File: src/rtl/alu8_pkg.sv
package alu8_pkg;

   typedef enum logic [2:0] {
      OP_PASS  = 3'd0,
      OP_NEG   = 3'd1,
      OP_NSWAP = 3'd2,
      OP_OR    = 3'd3,
      OP_ROL   = 3'd4,
      OP_ROR   = 3'd5,
      OP_SPARE6 = 3'd6,
      OP_SPARE7 = 3'd7
   } alu_op_e;

   typedef struct packed {
      logic v;
      logic h;
      logic i;
      logic n;
      logic z;
      logic c;
   } ccr_t;

   // How the flag register is written by the selected operation
   typedef enum logic [1:0] {
      FL_KEEP  = 2'd0,   // every flag passes through
      FL_LOGIC = 2'd1,   // V cleared, N/Z computed, H/I/C kept
      FL_ARITH = 2'd2    // V/N/Z/C computed, H/I kept
   } fl_mode_e;

   typedef enum logic [1:0] {
      SRC_PASS  = 2'd0,
      SRC_UNARY = 2'd1,
      SRC_OR    = 2'd2
   } src_sel_e;

endpackage

File: src/rtl/alu8_decode.sv
module alu8_decode
   import alu8_pkg::*;
(
   input  alu_op_e  op,
   output src_sel_e src,
   output fl_mode_e fmode
);

   always_comb begin
      src   = SRC_PASS;
      fmode = FL_KEEP;
      unique case (op)
         OP_NEG, OP_ROL, OP_ROR: begin
            src   = SRC_UNARY;
            fmode = FL_ARITH;
         end
         OP_NSWAP: begin
            src   = SRC_UNARY;
            fmode = FL_KEEP;
         end
         OP_OR: begin
            src   = SRC_OR;
            fmode = FL_LOGIC;
         end
         default: begin
            src   = SRC_PASS;
            fmode = FL_KEEP;
         end
      endcase
   end

endmodule

File: src/rtl/alu8_unary_unit.sv
module alu8_unary_unit
   import alu8_pkg::*;
#(
   parameter int WIDTH = 8
) (
   input  alu_op_e          op,
   input  logic [WIDTH-1:0] opnd,
   input  logic             c_in,
   output logic [WIDTH-1:0] res,
   output logic             c_new,
   output logic             v_new
);

   localparam int HALF = WIDTH / 2;
   localparam logic [WIDTH-1:0] MSB_ONLY = {1'b1, {(WIDTH-1){1'b0}}};

   logic [WIDTH-1:0] swapped;

   genvar gi;
   generate
      for (gi = 0; gi < HALF; gi++) begin : g_swap
         assign swapped[gi + HALF] = opnd[gi];
         assign swapped[gi]        = opnd[gi + HALF];
      end
   endgenerate

   always_comb begin
      res   = opnd;
      c_new = c_in;
      v_new = 1'b0;
      unique case (op)
         OP_NEG: begin
            res   = '0 - opnd;
            c_new = |res;
            v_new = (res == MSB_ONLY);
         end
         OP_ROL: begin
            res   = {opnd[WIDTH-2:0], c_in};
            c_new = opnd[WIDTH-1];
            v_new = res[WIDTH-1] ^ c_new;
         end
         OP_ROR: begin
            res   = {c_in, opnd[WIDTH-1:1]};
            c_new = opnd[0];
            v_new = res[WIDTH-1] ^ c_new;
         end
         OP_NSWAP: res = swapped;
         default: ;
      endcase
   end

   // negation leaves operand plus result equal to zero
   always_comb begin
      if (op == OP_NEG) begin
         a_neg_sum_r2: assert (WIDTH'(res + opnd) == '0);
      end
   end

endmodule

File: src/rtl/alu8_ccr_merge.sv
module alu8_ccr_merge
   import alu8_pkg::*;
#(
   parameter int WIDTH = 8
) (
   input  fl_mode_e         fmode,
   input  logic [WIDTH-1:0] res,
   input  logic             v_new,
   input  logic             c_new,
   input  ccr_t             ccr_in,
   output ccr_t             ccr_out
);

   logic n_calc;
   logic z_calc;

   assign n_calc = res[WIDTH-1];
   assign z_calc = (res == '0);

   always_comb begin
      ccr_out = ccr_in;
      unique case (fmode)
         FL_LOGIC: begin
            ccr_out.v = 1'b0;
            ccr_out.n = n_calc;
            ccr_out.z = z_calc;
         end
         FL_ARITH: begin
            ccr_out.v = v_new;
            ccr_out.n = n_calc;
            ccr_out.z = z_calc;
            ccr_out.c = c_new;
         end
         default: ;
      endcase
   end

   // H and I are never written by any operation
   always_comb begin
      a_hi_kept_r9: assert (ccr_out.h == ccr_in.h && ccr_out.i == ccr_in.i);
      if (fmode != FL_KEEP) begin
         a_z_zero_r10: assert (ccr_out.z == ~|res);
      end
   end

endmodule

File: src/rtl/alu8_acc_core.sv
module alu8_acc_core
   import alu8_pkg::*;
#(
   parameter int WIDTH = 8
) (
   input  logic [2:0]       op_sel,
   input  logic [WIDTH-1:0] acc_in,
   input  logic [WIDTH-1:0] opnd_in,
   input  logic [5:0]       flags_in,
   output logic [WIDTH-1:0] result,
   output logic [5:0]       flags_out
);

   localparam logic [WIDTH-1:0] MSB_ONLY = {1'b1, {(WIDTH-1){1'b0}}};

   generate
      if (WIDTH < 2 || (WIDTH % 2) != 0) begin : g_bad_width
         $error("alu8_acc_core: WIDTH must be even and at least 2");
      end
   endgenerate

   alu_op_e          op;
   src_sel_e         src;
   fl_mode_e         fmode;
   ccr_t             ccr_in;
   ccr_t             ccr_out;
   logic [WIDTH-1:0] unary_res;
   logic             c_new;
   logic             v_new;

   assign op     = alu_op_e'(op_sel);
   assign ccr_in = ccr_t'(flags_in);

   alu8_decode u_dec (
      .op    (op),
      .src   (src),
      .fmode (fmode)
   );

   alu8_unary_unit #(.WIDTH(WIDTH)) u_unary (
      .op    (op),
      .opnd  (opnd_in),
      .c_in  (ccr_in.c),
      .res   (unary_res),
      .c_new (c_new),
      .v_new (v_new)
   );

   always_comb begin
      unique case (src)
         SRC_UNARY: result = unary_res;
         SRC_OR:    result = acc_in | opnd_in;
         default:   result = opnd_in;
      endcase
   end

   alu8_ccr_merge #(.WIDTH(WIDTH)) u_ccr (
      .fmode   (fmode),
      .res     (result),
      .v_new   (v_new),
      .c_new   (c_new),
      .ccr_in  (ccr_in),
      .ccr_out (ccr_out)
   );

   assign flags_out = ccr_out;

   always_comb begin
      if (op == OP_PASS || op == OP_SPARE6 || op == OP_SPARE7) begin
         a_pass_keep_r1: assert (result == opnd_in && flags_out == flags_in);
      end
      if (op == OP_NEG) begin
         a_neg_flags_r3: assert (ccr_out.c == (opnd_in != '0) &&
                                 ccr_out.v == (opnd_in == MSB_ONLY));
      end
      if (op == OP_NSWAP) begin
         a_swap_flags_r5: assert (flags_out == flags_in);
      end
      if (op == OP_OR) begin
         a_or_flags_r6: assert (!ccr_out.v && ccr_out.c == ccr_in.c);
      end
      if (op == OP_ROL || op == OP_ROR) begin
         a_rot_v_r9: assert (ccr_out.v == (ccr_out.n ^ ccr_out.c));
      end
   end

endmodule

File: config.mk
export PLATFORM = sky130hd
export DESIGN_NAME = alu8_acc_core
export DESIGN_NICKNAME = d
export VERILOG_FILES = /design/src/rtl/alu8_pkg.sv /design/src/rtl/alu8_decode.sv /design/src/rtl/alu8_unary_unit.sv /design/src/rtl/alu8_ccr_merge.sv /design/src/rtl/alu8_acc_core.sv
export SDC_FILE = /design/constraint.sdc
export NUM_CORES = 1
export LEC_CHECK = 0
export ABC_AREA = 0
export CORE_MARGIN = 3
export CORE_UTILIZATION = 69
export DETAILED_ROUTE_END_ITERATION = 8
export DONT_BUFFER_PORTS = 1
export PLACE_DENSITY_LB_ADDON = 0.15
export SLEW_MARGIN = 0
export SYNTH_ARGS = -nofsm -noshare
export SYNTH_HDL_FRONTEND = slang
export SYNTH_SLANG_ARGS = --single-unit
File: constraint.sdc
create_clock -name vclk -period 14.33
set_input_delay 4.299 -clock vclk [all_inputs]
set_output_delay 4.299 -clock vclk [all_outputs]
set_load 0.005 [all_outputs]
# Yosys cells after proc, flatten, opt, wreduce, memory -nomap -nowiden
# Index checks and enable logic that the tools add are counted.
word_totals:
  reg_bits: 0
  input_bits: 25
  output_inout_bits: 14
  wordCells: 28
classes:
  n_addsub: 1
  n_eq_ne: 10
  n_mux: 9
  bitwise_logic: 3
  n_reduce_logical: 5
ops:
  columns: ["cell", "n"]
  rows:
  - ["$pmux W8 S4", 1]
  - ["$pmux W8 S2", 1]
  - ["$eq A8 B8 Y1 const B", 1]
  - ["$logic_not A8 Y1", 1]
  - ["$or A8 B8 Y8", 1]
  - ["$pmux W2 S2", 2]
  - ["$reduce_or A8 Y1", 1]
  - ["$sub A1 B8 Y8 const A", 1]
  - ["$eq A3 B2 Y1 const B", 2]
  - ["$eq A3 B3 Y1 const B", 2]
  - ["$pmux W1 S3", 2]
  - ["$eq A2 B1 Y1 const B", 2]
  - ["$eq A2 B2 Y1 const B", 2]
  - ["$reduce_or A4 Y1", 1]
  - ["$eq A3 B1 Y1 const B", 1]
  - ["$reduce_or A3 Y1", 1]
  - ["$mux W2", 1]
  - ["$pmux W1 S2", 1]
  - ["$reduce_or A2 Y1", 1]
  - ["$xor A1 B1 Y1", 2]
  - ["$mux W1", 1]

# Depth between registers and ports, before layout
depth:
  depth_word: 7
  mapped_depth: 11
  mapped_depth_nobuf: 10

# Modules after synthesis
# From an unflattened synthesis, not the netlist that was laid out.
unflattened:
  hier_cells: 171
  area_unflattened_um2: 1101.1
modules_own_cells:
  columns: ["module", "n_inst", "cells_per_inst", "area_each_um2", "seq_area_each_um2"]
  rows:
  - ["alu8_unary_unit", 1, 113, 743.2, 0.0]
  - ["alu8_acc_core", 1, 39, 222.7, 0.0]
  - ["alu8_ccr_merge", 1, 13, 101.3, 0.0]
  - ["alu8_decode", 1, 6, 33.8, 0.0]

# Worst setup path before layout
# OpenSTA, ideal clock, no wires.
synth_path:
  path_type: "input-to-output"
  from: "in op_sel[2]"
  to: "out flags_out[1]"
  arrival_ps: 6480
  t_required_ps: 10031
  setup_slack_ps: 3551
  cell_stages: 10
  path_buffers: 0
  cell_sequence: "nor2_1 > xnor2_1 > inv_1 > ha_1 > nor2_1 > nor2_1 > a31oi_1 > a31oi_1 > or4_1 > o31ai_2"
synth_between:
  elab_chain_len: 7
  word_cells_on_any_way: 18
  cone_classes: "9 x eq/ne; 5 x mux; 4 x reduce/logical"
synth_lines:
  columns: ["item", "line_no", "text"]
  rows:
  - ["start: declaration", "alu8_acc_core.sv:6", "input logic [2:0] op_sel,"]
  - ["$eq A3 B1 Y1, or another cell as far along", null, null]
  - ["$reduce_or A4 Y1 (no source line)", null, null]
  - ["$pmux W2 S2", "alu8_decode.sv:12", "unique case (op)"]
  - ["$eq A2 B2 Y1 / $eq A2 B1 Y1 (equally long branches)", "alu8_acc_core.sv:50", "unique case (src)"]
  - ["$pmux W8 S2 (*)", "alu8_acc_core.sv:50", null]
  - ["via result[0]", "alu8_acc_core.sv:10", "output logic [WIDTH-1:0] result,"]
  - ["$logic_not A8 Y1 (*)", "alu8_ccr_merge.sv:18", "assign z_calc = (res == '0);"]
  - ["$mux W2 (*)", "alu8_ccr_merge.sv:22", "unique case (fmode)"]
  - ["end: declaration", "alu8_acc_core.sv:11", "output logic [5:0] flags_out"]
# Mark *: on every way through the listed nets, which the timed path passes. The rest lies on a longest branch.

# Final worst setup path
# Same ends and word-level chain as after synthesis.

==> run metrics <==
status=completed; Leak=around 0.34 nW; met2 Resource Use GR=49.0%; FMAX=89.4 MHz; via count=approximately 1,200; leading area contributor after synthesis=o32ai_1; WL final=2850 microns; final antenna-violating net count=0; Worst Path Arrival=6.89 ns; Die ar.=1880 sq um; nature of the critical path startpoint=input pin; Critical Path Max Stage Delay=0.51 ns; Syn Std Cell Area=963 sq um; mux contribution to synthesized area=2.34%; count of different cell masters after synthesis=41; global-route wire length before repair=4710 microns; starting density of the core=80.2%; CP Buf/Inv Count=0; I/O Buffers=0; Hold WC Path Type=in -> out; layout cell share with drive strength beyond 1=3.55%; sequential element share of the synthesized area=0%; Worst-Margin Slew=0.488 ns; Antenna diodes=0; top cell type's share of synthesized area=8.18%; DRC violations left=0; Synth Net Count=between 150 and 200; Worst Setup SP=op_sel[2]; GR Util met1=between 40% and 50%; # clk buffers=0; CTS resizes=0; simple-gate portion of the synthesized area=between 20% and 30%; vias in the first global route=1,054; GR peak layer=met2; main area contributors after synthesis=o32ai_1, o21ai_0, ha_1, nor2_1, a21oi_1; Crit path top cell by count=nor2_1; Area Overhead vs Synth=-5.19%; drt wl/cell=18.4 microns; nets@finish=between 150 and 200; crit path time final=between 10 and 15 ns; maximum number of pins on one net before global-route repair=23; max-slew violations=0; cell family with most CP delay=simple AND/OR/NAND/NOR gates; slowest CP cell=or4_1; row count=12; adder-cell share of the synthesized area=6.49%; DP HPWL=2290 microns; Total GRT Usage=between 30% and 40%; RSZ-0062 raised after global routing=no; WS Path Type=in -> out; sequential cell area=0 sq um; CP Capture Type=primary output; Max-cap violations=0; Final Hold Fails=0; setup tns final=0 ns; Cell Chain, Critical Path=nor2_1, xnor2_1, ha_1, nor2_1, nor2_1, a31oi_1, a31oi_1, or4_1, o31ai_2; post-CTS setup buffer count=0; dpl cells=around 160; core area=1200 sq um; Tcrit/Tclk final=78.1%; grt ovf=0; vertical die dimension=43.4 microns; num sequential=0; initial DRC count=91; post-route non-filler standard cell count=roughly 160; Placer Congestion=0.972; Crit Path Max Fanout=15; drt first pass iters=4; largest family of logic cells by synthesized area=compound AO/OA/AOI/OAI gates; hold_sp=flags_in[3]; Syn Inst Count=approximately 160; VDD IR max=between 0.015 and 0.02 mV; Ports=39; PwrDens=35.1 nW/um^2; area fraction in compound gates after synthesis=between 40% and 50%; WHS=8.60 ns; syn avg cell area=6.18 sq um; Yosys warnings=0; CP required=around 10 ns; vias per cell=7.61; met3 Resource Use GR=between 4 and 5%; Horiz. Die Dim=43.4 microns; initial antenna violation count=0; slew margin rel.=67.0%; setup violators final=0; Hold-fix buffers, CTS=0; Post-Synth XOR/XNOR Area=5.45%
[cell usage after synthesis, drive strengths merged (4+ instances only)]
master,number
nor2,16
o21ai,14
inv,12
a21oi,11
clkbuf,9
nand2,9
o32ai,9
o31ai,8
buf,6
ha,5
xnor2,5
nand2b,4
nor2b,4
o22ai,4
[cells in the final DEF (no fill, tap or decap), types with 3 or more instances in the layout]
cell / n
a21oi_1: 11
a31oi_1: 3
ha_1: 5
inv_1: 12
nand2_1: 9
nand2b_1: 4
nand3_1: 3
nor2_1: 16
nor2b_1: 4
nor3b_1: 3
nor4_1: 3
o21ai_0: 14
o22ai_1: 4
o311ai_0: 3
o31ai_1: 7
o32ai_1: 9
xnor2_1: 5
[routing by layer]
metal / share of wire, % / wire length (microns)
met4: 3.9 / 111
met1: 38 / 1090
met3: 12 / 350
met2: 46 / 1300
met5: 0 / 0
[path summary, 6_finish.rpt]
path | cells past startpoint | endpoint | slack, ns
setup / recovery | 9 | flags_out[1] | 3.14
hold / removal | 0 | flags_out[3] | 8.60
[kinds of logic after synthesis]
logic type,after synthesis
simple gates,51
compound gates,65
xor+xnor,6
mux,2
fa+ha+maj,5
buf+inv,27
[area by class of cell]
cell class | count | area [sq um]
fillers | 107 | 288
well taps | 14 | 17.5
multi-input cells | 129 | 851
inverters | 12 | 45.0
[report_power, final]
| part | total [mW] | switching (mW) | internal (mW) |
|---|---|---|---|
| registers | 0 | 0 | 0 |
| logic | 0.0321 | 0.0193 | 0.0128 |
| clock network | 0 | 0 | 0 |
[metrics by stage]
step | cell area (sq um) | util (%) | setup slack, ns | total power [mW]
floorplan | 963 | - | 3.55 | 0.0298
global placement | 913 | 76.0 | 3.32 | 0.0304
detailed placement | 913 | 76.0 | 3.19 | 0.0314
CTS | 913 | 76.0 | 3.20 | 0.0315
global route | 913 | 76.0 | 2.93 | 0.0360
finish | 913 | 76.0 | 3.14 | 0.0321
Power figures use the tool's default switching activity.
